## src/rtl/be_lane_unit.sv

```systemverilog
module be_lane_unit #(
  parameter int DISP_W = 16
) (
  input  logic [31:0]       base_addr,
  input  logic [DISP_W-1:0] disp,
  input  logic [1:0]        acc_size,
  input  logic              wr_en,
  input  logic              ld_signed,
  input  logic [31:0]       wr_data,
  input  logic [31:0]       rd_word,
  output logic [29:0]       word_addr,
  output logic [3:0]        byte_en,
  output logic [31:0]       mem_wdata,
  output logic [31:0]       ld_result,
  output logic              misaligned
);
  localparam int EXT_W = 32 - DISP_W;

  logic [31:0] eff_addr;
  logic [1:0]  off;
  logic        is_byte, is_half, is_word;
  logic [3:0]  lane_mask;
  logic [4:0]  shamt;
  logic [7:0]  sel_byte;
  logic [15:0] sel_half;

  assign eff_addr  = base_addr + {{EXT_W{disp[DISP_W-1]}}, disp};
  assign off       = eff_addr[1:0];
  assign word_addr = eff_addr[31:2];

  assign is_byte = (acc_size == 2'b00);
  assign is_half = (acc_size == 2'b01);
  assign is_word = acc_size[1];

  assign misaligned = (is_half & off[0]) | (is_word & (|off));

  always_comb begin
    if (is_byte)      lane_mask = 4'b1000 >> off;
    else if (is_half) lane_mask = off[1] ? 4'b0011 : 4'b1100;
    else              lane_mask = 4'b1111;
  end

  assign byte_en = (wr_en && !misaligned) ? lane_mask : 4'b0000;

  always_comb begin
    if (is_byte)      mem_wdata = {4{wr_data[7:0]}};
    else if (is_half) mem_wdata = {2{wr_data[15:0]}};
    else              mem_wdata = wr_data;
  end

  assign shamt    = {~off, 3'b000};
  assign sel_byte = 8'(rd_word >> shamt);
  assign sel_half = off[1] ? rd_word[15:0] : rd_word[31:16];

  always_comb begin
    if (misaligned)
      ld_result = 32'd0;
    else if (is_byte)
      ld_result = {{24{ld_signed & sel_byte[7]}}, sel_byte};
    else if (is_half)
      ld_result = {{16{ld_signed & sel_half[15]}}, sel_half};
    else
      ld_result = rd_word;
  end
endmodule

```

## config.mk

```make
export PLATFORM = sky130hd
export DESIGN_NAME = be_lane_unit
export DESIGN_NICKNAME = d
export VERILOG_FILES = /design/src/rtl/be_lane_unit.sv
export SDC_FILE = /design/constraint.sdc
export NUM_CORES = 1
export LEC_CHECK = 0
export ABC_AREA = 1
export CAP_MARGIN = 0
export CORE_ASPECT_RATIO = 1.5
export CORE_MARGIN = 1.5
export CORE_UTILIZATION = 43
export DETAILED_ROUTE_END_ITERATION = 7
export MAX_ROUTING_LAYER = met4
export PLACE_DENSITY = 0.91
export SLEW_MARGIN = 30
export SYNTH_ARGS = -nofsm -noshare
export SYNTH_HDL_FRONTEND = slang
export SYNTH_SLANG_ARGS = --single-unit
```

## constraint.sdc

```tcl
create_clock -name vclk -period 7.9
set_input_delay 1.975 -clock vclk [all_inputs]
set_output_delay 1.975 -clock vclk [all_outputs]
set_load 0.05 [all_outputs]
```

Word-level counts from Yosys, hierarchy flattened --
Index checks and enable logic that the tools add are counted.
Word-level totals: input port bits 116, output and inout bits 99, word-level logic and storage cells 24, bits in registers 0
Operators by class: reduce and logical (&&, ||, !) cells 4, bitwise operators 6, shift operators 2, $add $sub $neg 1, equality and inequality tests 1, muxes and demuxes 10
Operators by type and width (count):
- 32-bit two-way mux | 5
- 32-bit adder | 1
- 32-bit by 5-bit >> shifter with 8-bit output | 1
- 16-bit two-way mux | 1
- 4-bit two-way mux | 4
- 1-bit AND | 4
- 4-bit by 2-bit >> shifter with 4-bit output (first input constant) | 1
- 2-bit by 1-bit equality test with 1-bit output (second input constant) | 1
- 2-bit logical NOT | 1
- 2-bit NOT | 1
- 2-bit OR reduction | 1
- 1-bit logical AND | 1
- 1-bit logical NOT | 1
- 1-bit bitwise OR | 1

Depth between registers and ports, before layout --
Gate-level depths: netlist of run 1.
depth after elaboration 7, gate-level depth with buffers 12, mapped depth without buffers 12

Least setup slack after synthesis of run 1 --
OpenSTA, ideal clock, no wires.
kind input -> output, start point in base_addr[0], end point out byte_en[0], slack 1.422 ns, stages 7, path buffers 1, data required time 5.925 ns, arrival time 4.503 ns, cells stage by stage ha_1 > fa_1 > inv_2 > nand2_1 > buf_2 > clkinv_1 > a211oi_1
Between the ends: word-level cells in the longest chain between the ends 7, elaborated cells on any way between the ends 12, those cells by class 1 x add/sub; 1 x shift; 4 x mux; 3 x bitwise; 3 x reduce/logical
Ends and longest elaborated chain:
- start: declaration | line 4 | input logic [31:0] base_addr,
- 32-bit adder * | line 27 | assign eff_addr = base_addr + {{EXT_W{disp[DISP_W-1]}}, disp};
- 2-bit OR reduction | line 35 | assign misaligned = (is_half & off[0]) | (is_word & (|off));
- 1-bit AND | line 35
- 1-bit bitwise OR | line 35
- 1-bit logical NOT | line 43 | assign byte_en = (wr_en && !misaligned) ? lane_mask : 4'b0000;
- 1-bit logical AND | line 43
- 4-bit two-way mux * | line 43
- end: declaration | line 12 | output logic [3:0] byte_en,
Every way passes the cells marked *; elsewhere a longest branch is shown, timed or not.

Final worst setup path of run 1 --
start point in base_addr[0], end point out ld_result[0]
Between the ends: word-level cells in the longest chain between the ends 5, elaborated cells on any way between the ends 11, those cells by class 1 x add/sub; 1 x shift; 4 x mux; 4 x bitwise; 1 x reduce/logical
Ends and longest elaborated chain:
- 32-bit adder * | line 27
- 2-bit NOT (tied with other cells) | line 51 | assign shamt = {~off, 3'b000};
- 32-bit by 5-bit >> shifter with 8-bit output (tied with other cells) | line 52 | assign sel_byte = 8'(rd_word >> shamt);
- 32-bit two-way mux / 1-bit bitwise OR (equally long branches) | line 58, 35
- 32-bit two-way mux * | line 56 | if (misaligned)
- end: declaration | line 14 | output logic [31:0] ld_result,
Marked as above.

==> results of run 1 <==
[stage by stage]
step	hold slack [ps]	setup WS, ps	utilization, %	area, µm²	power, µW
4_1_cts	4790	890	71.1	5660	715
5_1_grt	4830	682	71.1	5660	759
3_3_place_gp	4780	920	71.1	5660	709
2_1_floorplan	4120	1420	-	3500	465
6_report	4800	837	71.1	5660	718
3_5_place_dp	4780	913	71.1	5660	713
[per-layer routing]
| layer | GRT usage (%) | part of all wire [%] | up-vias |
|---|---|---|---|
| met2 | 62.9 | 53 | 235 |
| li1 | - | - | 2662 |
| met5 | - | 0 | - |
| met3 | 3.04 | 5.3 | 44 |
| met4 | 12.0 | 3.9 | 0 |
| met1 | 33.7 | 38 | 2288 |
[power by group]
| group | switching (µW) | total, µW | internal (µW) |
|---|---|---|---|
| logic | 472 | 718 | 247 |
| clock network | 0 | 0 | 0 |
| registers | 0 | 0 | 0 |
[cells in the mapped netlist, drive strengths merged]
cell type	number	area, µm²
buf	13	98.8
o21bai	2	15.0
a22oi	1	7.51
a211oi	5	37.5
fa	1	20.0
inv	134	503
o31ai	1	7.51
xnor2	1	8.76
nor3	8	40.0
nand4	4	25.0
a21o	1	7.51
nand2	302	1130
o211ai	7	52.6
clkinv	1	3.75
o22ai	9	56.3
nor2	88	388
o2111ai	3	26.3
xor2	15	131
clkbuf	7	26.3
a21oi	31	155
o21ai	28	144
or2	4	27.5
ha	31	388
mux2i	3	30.0
nand3	28	140
o32ai	3	26.3
[how the worst max path moves through the flow]
stage	startpoint	to	slack, ps	cells past startpoint
4_1_cts	base_addr[0]	ld_result[17]	890	12
2_1_floorplan	base_addr[0]	byte_en[0]	1420	7
5_1_grt	base_addr[0]	ld_result[17]	680	12
3_3_place_gp	base_addr[0]	ld_result[17]	920	12
6_report	base_addr[0]	ld_result[0]	840	11
3_5_place_dp	base_addr[0]	ld_result[17]	910	12
[final cells by class]
cell class         instances  area (µm²)  share of cell area (%)
repair buffers           219        2150                    38.0
well taps                105         131                    2.32
multi-input cells        576        2870                    50.7
inverters                135         507                    8.96
[critical path, stage by stage]
cell and delay (ps):
clkdlybuf4s50_1 410, ha_1 240, fa_1 620, inv_2 90, nand2_1 210, buf_4 260, nor2_1 60, nor2_1 110
o21ai_0 100, o31ai_1 120, clkdlybuf4s50_1 880
[kinds of logic after synthesis]
family                     share of synthesized area [%]
AOI/OAI and AO/OA                                   15.3
xor gates and xnor gates                            4.00
adders and majority gates                           11.7
buffers and inverters                               18.1
muxes                                              0.858
and+or+nand+nor                                     50.1
==> reports/qor.yml, run 1 <==
synthesis:
  syn_area_um2: 3500
  ys_types: 35
  synth_warnings: 0
  syn-num-nets: 879
  synth_cells: 731
  synth_seq_area_share_pct: 0
  avgSynthCellArea_um2: 4.79
routing:
  wl_per_cell_um: 14.0
  via_per_inst: 5.05
  first_pass_iters: 5
  route.final.wire_length_mm: 14.5
  drtIter0Drc: 324
  antenna_left: 0
  vias: 5229
  post-route-drc-count: 0
sta:
  relSlewSlack_pct: 55.7
  final-max-slew-violation-count: 0
  final.setup.tns_ps: 0
  rsz0062_at_grt: "no"
  finalSetupViolCount: 0
  period_needed_ps: 7060
  worst_slew_pin_slew_ps: 663
  hold_violations: 0
  final.period_utilization_pct: 89.4
  fmax_ghz: 0.142
final_layout:
  drive_gt1_share_pct: 5.91
  diodes: 0
  n_fill_cell: 731
  syn2layout_area_growth_pct: 61.6
  final_cell_mix: "nand2_1 (302), clkdlybuf4s50_1 (192), inv_1 (132)"
  nets: 1080
  nFlopsAndLatches: 0
  final_common_cell: "nand2_1"
  final_cells: 1035
  clock_buffers: 0
  regArea_um2: 0
worst_setup_path:
  critPathKind: "in -> out"
  required_ps: 5930
  critPathLaunchType: "input pin"
  crit_path_max_fanout: 15
  cp-end-kind: "output port"
  worstPathArrival_ps: 5090
placement:
  place.gp.congestion: 0.966
  dpl.cell_count: 1035
  dp_hpwl_mm: 12.4
  io_buffers: 215
grt:
  grt_max_degree: 29
  track_usage_pct: 32.6
  overflow: 0
  antenna_found_initial: 0
  grt_pass1_vias: 4769
  grt_pass1_wl_mm: 22.9
floorplan:
  die_w_um: 76.7
  core_um2: 7960
  die_y_um: 113
  start_util_pct: 44.0
  io_pins: 215
  die_area_um2: 8700
  rows: 40
pwr:
  peakVddDrop_mv: 0.0826
  power_density_nw_per_um2: 127
  p_leak_uw: 0.00314
status:
  status: "finished, final reports clean"
cts:
  cts_setup_buffers: 0
  cts_resized: 0
  holdBufCountCts: 0
job:
  drv_cap: 0
hold_path:
  hold_path_depth: 4
  hp-start: "rd_word[31]"
  hold_end: "ld_result[31]"
  hp-class: "in -> out"
Power figures use the tool's default switching activity.
==> inputs of run 2 (changes only) <==
--- a/config.mk
+++ b/config.mk
@@ -13,6 +13,7 @@
 export DETAILED_ROUTE_END_ITERATION = 7
 export MAX_ROUTING_LAYER = met4
 export PLACE_DENSITY = 0.91
+export SETUP_SLACK_MARGIN = 0.15
 export SLEW_MARGIN = 30
 export SYNTH_ARGS = -nofsm -noshare
 export SYNTH_HDL_FRONTEND = slang
==> results of run 2 <==
No change in the layout: final DEF, timing and power equal those of run 1.
